===== config.mk =====
export PLATFORM = sky130hd
export DESIGN_NAME = hd_ln_capture
export DESIGN_NICKNAME = d
export VERILOG_FILES = /design/src/rtl/hd_ln_pkg.sv /design/src/rtl/hd_ln_capture.sv
export SDC_FILE = /design/constraint.sdc
export NUM_CORES = 1
export LEC_CHECK = 0
export ABC_CLOCK_PERIOD_IN_PS = 1700
export BUFFER_PORTS_ARGS = -buffer_cell sky130_fd_sc_hd__buf_2
export CAP_MARGIN = 20
export CORE_MARGIN = 8
export CORE_UTILIZATION = 30
export CTS_CLUSTER_SIZE = 16
export DETAILED_ROUTE_END_ITERATION = 7
export PLACE_DENSITY_LB_ADDON = 0.25
export REMOVE_ABC_BUFFERS = 1
export SLEW_MARGIN = 20
export SYNTH_ARGS = -nofsm -noshare
export SYNTH_HDL_FRONTEND = slang
export SYNTH_SLANG_ARGS = --single-unit

===== constraint.sdc =====
create_clock -name clk_i -period 1.7 [get_ports clk_i]
set_input_delay 0.51 -clock clk_i [delete_from_list [all_inputs] [get_ports clk_i]]
set_output_delay 0.51 -clock clk_i [all_outputs]
set_load 0.1 [all_outputs]

===== src/rtl/hd_ln_pkg.sv =====
package hd_ln_pkg;
  localparam int unsigned WORD_W = 10;
  localparam int unsigned LN_W   = 11;
  localparam int unsigned LO_W   = 7;
  localparam int unsigned HI_W   = LN_W - LO_W;

  typedef enum logic [1:0] {
    CAP_IDLE = 2'd0,
    CAP_LO   = 2'd1,
    CAP_HI   = 2'd2
  } cap_state_e;

  function automatic logic lo_word_ok(input logic [WORD_W-1:0] w);
    return (w[9] == ~w[8]) && (w[1:0] == 2'b00);
  endfunction

  function automatic logic hi_word_ok(input logic [WORD_W-1:0] w);
    return (w[9] == ~w[8]) && (w[8:6] == 3'b000) && (w[1:0] == 2'b00);
  endfunction
endpackage


===== src/rtl/hd_ln_capture.sv =====
module hd_ln_capture
  import hd_ln_pkg::*;
(
  input  logic              clk_i,
  input  logic              rst_ni,
  input  logic              enable_i,
  input  logic              word_valid_i,
  input  logic              eav_i,
  input  logic [WORD_W-1:0] word_i,
  output logic              ln_vld_o,
  output logic [LN_W-1:0]   ln_o,
  output logic              miss_o
);
  cap_state_e      state_q, state_d;
  logic [LO_W-1:0] lo_q, lo_d;
  logic [LN_W-1:0] ln_q, ln_d;
  logic            vld_q, vld_d, miss_q, miss_d;

  always_comb begin
    state_d = state_q;
    lo_d    = lo_q;
    ln_d    = ln_q;
    vld_d   = 1'b0;
    miss_d  = 1'b0;
    if (!enable_i) begin
      state_d = CAP_IDLE;
    end else if (word_valid_i) begin
      unique case (state_q)
        CAP_IDLE: if (eav_i) state_d = CAP_LO;
        CAP_LO: begin
          if (eav_i) begin
            miss_d = 1'b1;
          end else if (lo_word_ok(word_i)) begin
            lo_d    = word_i[8:2];
            state_d = CAP_HI;
          end else begin
            miss_d  = 1'b1;
            state_d = CAP_IDLE;
          end
        end
        CAP_HI: begin
          if (eav_i) begin
            miss_d  = 1'b1;
            state_d = CAP_LO;
          end else if (hi_word_ok(word_i)) begin
            vld_d   = 1'b1;
            ln_d    = {word_i[HI_W+1:2], lo_q};
            state_d = CAP_IDLE;
          end else begin
            miss_d  = 1'b1;
            state_d = CAP_IDLE;
          end
        end
        default: state_d = CAP_IDLE;
      endcase
    end
  end

  always_ff @(posedge clk_i or negedge rst_ni) begin
    if (!rst_ni) begin
      state_q <= CAP_IDLE;
      lo_q    <= '0;
      ln_q    <= '0;
      vld_q   <= 1'b0;
      miss_q  <= 1'b0;
    end else begin
      state_q <= state_d;
      lo_q    <= lo_d;
      ln_q    <= ln_d;
      vld_q   <= vld_d;
      miss_q  <= miss_d;
    end
  end

  assign ln_vld_o = vld_q;
  assign ln_o     = ln_q;
  assign miss_o   = miss_q;

  assert_vld_miss_excl_R5: assert property (@(posedge clk_i) disable iff (!rst_ni)
    !(ln_vld_o && miss_o));

  assert_disabled_quiet_R9: assert property (@(posedge clk_i) disable iff (!rst_ni)
    !enable_i |=> (!ln_vld_o && !miss_o));

  assert_eav_restarts_R5: assert property (@(posedge clk_i) disable iff (!rst_ni)
    (enable_i && word_valid_i && eav_i && state_q != CAP_IDLE) |=> miss_o);
endmodule


# Word-level counts from Yosys, hierarchy flattened
# Cells that the tools add are included.
[totals]
wordCells = 41
out_inout_bits = 13
input_bits = 15
reg_bits = 22
[op_classes]
reduce_logical = 9
eq_ne = 6
bitwise_logic = 2
mux = 19
[ops]
columns = ["op", "n"]
rows = [
  ["2-to-1 mux 1 bit", 12],
  ["2-to-1 mux 2 bit", 5],
  ["AND reduction 5 bit", 2],
  ["!= test 3 bit (second input constant)", 2],
  ["case mux 2 bit (3 select lines)", 1],
  ["logical NOT 2 bit", 2],
  ["logical AND 1 bit", 3],
  ["logical NOT 3 bit", 1],
  ["AND reduction 3 bit", 1],
  ["equality test 2 x 1 -> 1 bit (second input constant)", 1],
  ["equality test 2 bit (second input constant)", 1],
  ["!= test 2 x 1 -> 1 bit (second input constant)", 1],
  ["inverter 1 bit", 2],
  ["case mux 1 bit (2 select lines)", 1],
  ["equality test 1 bit", 1],
]

# Logic depth before layout (Yosys ltp)
[logic_depth]
word_depth = 9
ltp_mapped = 6
mapped_depth_nobuf = 5

# Worst setup path after synthesis
# No wires, ideal clock.
[synth_timing]
path_type = "in2reg"
startpoint = "in word_i[8]"
endpoint = "reg ln_q[0], in the netlist ln_o[0]"
setup_ns = 0.125
cell_stages = 4
arrival_time_ns = 1.745
required_ns = 1.575
path_buffers = 1
setup_slack_ns = -0.170
path_cell_list = "or3_4 -> nor4_2 -> buf_4 -> mux2_2"
[synth_via]
elab_chain_len = 5
word_cells_on_any_way = 6
cone_classes = "eq/ne (1); bitwise (1); reduce/logical (4)"
[synth_lines]
columns = ["element", "line", "text"]
rows = [
  ["start: declaration", "hd_ln_capture.sv:9", "input logic [WORD_W-1:0] word_i,"],
  ["inverter 1 bit", "hd_ln_pkg.sv:18", "return (w[9] == ~w[8]) && (w[8:6] == 3'b000) && (w[1:0] == 2'b00);"],
  ["equality test 1 bit", "hd_ln_pkg.sv:18", ""],
  ["logical AND 1 bit * (2 in a row)", "hd_ln_pkg.sv:18", ""],
  ["AND reduction 5 bit (no source line) *", "--", ""],
  ["end signal: assignment", "hd_ln_capture.sv:69", "ln_q <= ln_d;"],
  ["end: declaration", "hd_ln_capture.sv:16", "logic [LN_W-1:0] ln_q, ln_d;"],
]
# Mark *: on every way between the ends. The rest lies on a longest branch, timed or not.
# A chain may end at the register's enable or synchronous reset.

# Worst setup path after layout
[layout_timing]
startpoint = "reg state_q[0]"
endpoint = "reg ln_q[2], in the netlist ln_o[2]"
[layout_via]
elab_chain_len = 2
[layout_lines]
columns = ["element", "line", "text"]
rows = [
  ["start: declaration", "hd_ln_capture.sv:14", "cap_state_e state_q, state_d;"],
  ["start signal: assignment", "hd_ln_capture.sv:67", "state_q <= state_d;"],
  ["equality test 2 bit", "hd_ln_capture.sv:28", "unique case (state_q)"],
  ["AND reduction 5 bit (no source line)", "--", ""],
]
# No other way between the ends.

==> metrics <==
fraction of the mapped netlist area in compound gates=0.0431; fraction of registers with async set/reset=1.00; number of cells produced by synthesis=67; area share of fa/ha/maj cells after synthesis=0.0508; final wirelength=2.17 mm; count of TritonRoute iterations in the first routing pass=2; CTS Buf Count=3; simple-gate portion of the synthesized area=0.0990; final weighted congestion in routability-driven placement=0.772; final critical-path required period=1.69 ns; post-detail-place hpwl=1.52 mm; clock latency reported for the late side of the worst-skew pair=0.30 ns; critical path data arrival time=1.88 ns; Sum Neg Setup Slack=0 ns; clk buf depth=2; filler cell count=352; minimum setup slack among reg-to-reg paths=0.009 ns; Synth cell types=19; die extent in y=73.3 µm; number of global-route vias before repair=711; post-route fraction of the period consumed by the critical path=0.995; portion of netlist area occupied by mux cells=0.217; logic depth of the worst register-to-register path=6; Die Footprint=5380 µm²; static leakage power=0.697 nW; Worst Setup End Kind=register; aggregate global-route resource usage=0.0773; number of max-slew violations in the final report=0; Net count, final=129; clock-pin slew reported for the worst setup and hold paths after clock tree synthesis=0.12 ns; via density per instance=4.39; synthesized area per cell=14.7 µm²; area of all sequential standard cells=551 µm²; post-detailed-route DRC marker count=0; commonest cells in the netlist=dfrtp_1, mux2_2, ha_1, inv_1, nor3_1; count of placed standard cells in the final layout, fillers left out=154; number of clock sinks=22; number of I/O pins=28; crit path launch type=register; worst path setup slack after routing=0.00902 ns; placeable core region=3260 µm²; number of max-cap violations=0; routed len/inst=14.1 µm; overall via count from detail_route=676; count of final hold-check violations=0; count of standard-cell rows=21; largest fanout of any net on the critical path=6; worst r2r dst=ln_o[2]; number of port buffers=27; commonest register cell after synthesis=dfrtp_1; reg2reg start=state_q[0]; maximum VDD drop=0.386 mV; Iteration-0 DRC Markers=31; Worst slew margin=0.631; pin count of the biggest net entering global routing=23; WP data required=1.89 ns; GRT overflow=0; post-route clock skew=0.00468 ns; Syn. warnings=0; Setup Viol. Count Final=0; unrepaired setup endpoints after global routing=true; count of nets left with antenna violations after detail routing=0; share of the yosys chip area belonging to registers=0.558; Die Width=73.3 µm; clock tree root driver cell=clkbuf_4; layout cell share with drive strength beyond 1=0.648; pin slew with the least headroom to its limit=0.549 ns; post-synth top area share=0.558; most repeated cell in the gate-level netlist after synthesis=dfrtp_1; number of enable flip-flop cells after synthesis=0; Inserted Diodes=0; Placed Instances=149; post-synth top area cell=dfrtp_1; maximum frequency from static timing analysis=591 MHz; TritonCTS clock tree=done; Max H-tree Level=1; number of hold buffers added after CTS=0; status=finished, final reports clean; stage delay of the slowest cell on the critical path=0.41 ns; path class of the lowest-slack min-delay path=in2async; first-pass GRT wire length=3.26 mm; cell area after technology mapping=986 µm²; Area growth, synth to finish=38.6%; final instance area=1370 µm²; Critical Path Slowest Stage Cell=dfrtp_1; initial antenna violation count=0; multi-input logic area=488 µm²; parity-gate share of the synthesized area counting xor and xnor cells=0.00888; effective utilization at floorplan=0.303; pre-CTS setup slack=-0.286 ns; kind of critical path=reg2reg; power density relative to cell area=661 nW/µm²; crit path from=state_q[0]; total cell area at the placement stage=1250 µm²; top cells by area, synth=dfrtp_1, mux2_2, ha_1; worst-path cell chain=inv_2 -> ha_4 -> nand3_4 -> nor4_4 -> buf_6 -> mux2_4; number of synthesized register bits=22; largest family of logic cells by synthesized area=multiplexers
-- cell usage in the layout (no fill, tap or decap), drive strengths merged --
master / n
buf: 39
dfrtp: 22
mux2: 19
inv: 4
ha: 4
nor3: 3
clkbuf: 3
or3: 3
xnor2: 1
a211oi: 1
nand2: 1
nor3b: 1
nand3: 1
nor4: 1
nor4b: 1
o21a: 1
a21o: 1
a22o: 1
a32o: 1
-- per-layer routing --
layer	track usage	up-vias	wire [µm]
met4	0.0200	0	10
li1	-	325	-
met1	0.0883	334	1030
met5	0	-	0
met3	0.0259	2	114
met2	0.134	15	1020
-- area by class of cell --
class,count,share of cell area
Clock buffer,3,0.0165
Inverter,4,0.0110
Multi-Input combinational cell,40,0.357
Timing Repair Buffer,39,0.170
Tap cell,46,0.0421
Sequential cell,22,0.403
-- critical path, delay by kind of cell, from the launching register on --
kind / cells / cell delay [ns]
muxes: 1 / 0.30
buffers and inverters: 2 / 0.29
DFF: 1 / 0.41
and+or+nand+nor: 2 / 0.43
adders and majority gates: 1 / 0.15
-- how the worst max path moves through the flow --
stage | endpoint | slack [ns] | cells past startpoint
6_report | ln_o[2] | 0.009 | 6
5_1_grt | ln_o[7] | -0.07 | 6
4_1_cts | ln_o[2] | 0.03 | 5
3_5_place_dp | ln_o[2] | -0.29 | 5
3_3_place_gp | ln_o[2] | -0.27 | 5
2_1_floorplan | ln_o[0] | -0.51 | 3
-- through the flow --
| stage | total power, mW | hold WS [ns] | util |
|---|---|---|---|
| final | 0.902 | 0.159 | 0.419 |
| after global placement | 0.669 | 0.483 | 0.382 |
| after global routing | 0.950 | 0.191 | 0.419 |
| after CTS | 0.902 | 0.173 | 0.389 |
| after floorplan | 0.616 | 0.214 | - |
| after detailed placement | 0.671 | 0.494 | 0.382 |
-- registers in the layout, summed over array words and instances (netlist names) --
signal	cells
ln_o	11
ln_vld_o	1
lo_q	7
miss_o	1
state_q	2
-- kinds of logic (layout without fill, tap and decap cells) --
| family | count (synthesis) | in the layout |
|---|---|---|
| flops | 22 | 22 |
| buf+inv | 5 | 46 |
| mux | 19 | 19 |
| compound gates | 5 | 5 |
| simple gates | 11 | 11 |
| xor+xnor | 1 | 1 |
| fa+ha+maj | 4 | 4 |
-- where the power goes --
part / internal [mW] / leakage (nW) / switching [mW]
registers: 0.541 / 0.305 / 0.00934
clock network: 0.0824 / 0.0138 / 0.149
logic: 0.0586 / 0.378 / 0.0621
total: 0.682 / 0.697 / 0.221
-- timing repair --
| item | 4_1_cts | 5_1_grt |
|---|---|---|
| resized for setup | 0 | 23 |
| endpoints found under the setup margin | 0 | 11 |
| setup buffers | 0 | 1 |
Note: power is estimated with default switching activity, not from simulation.
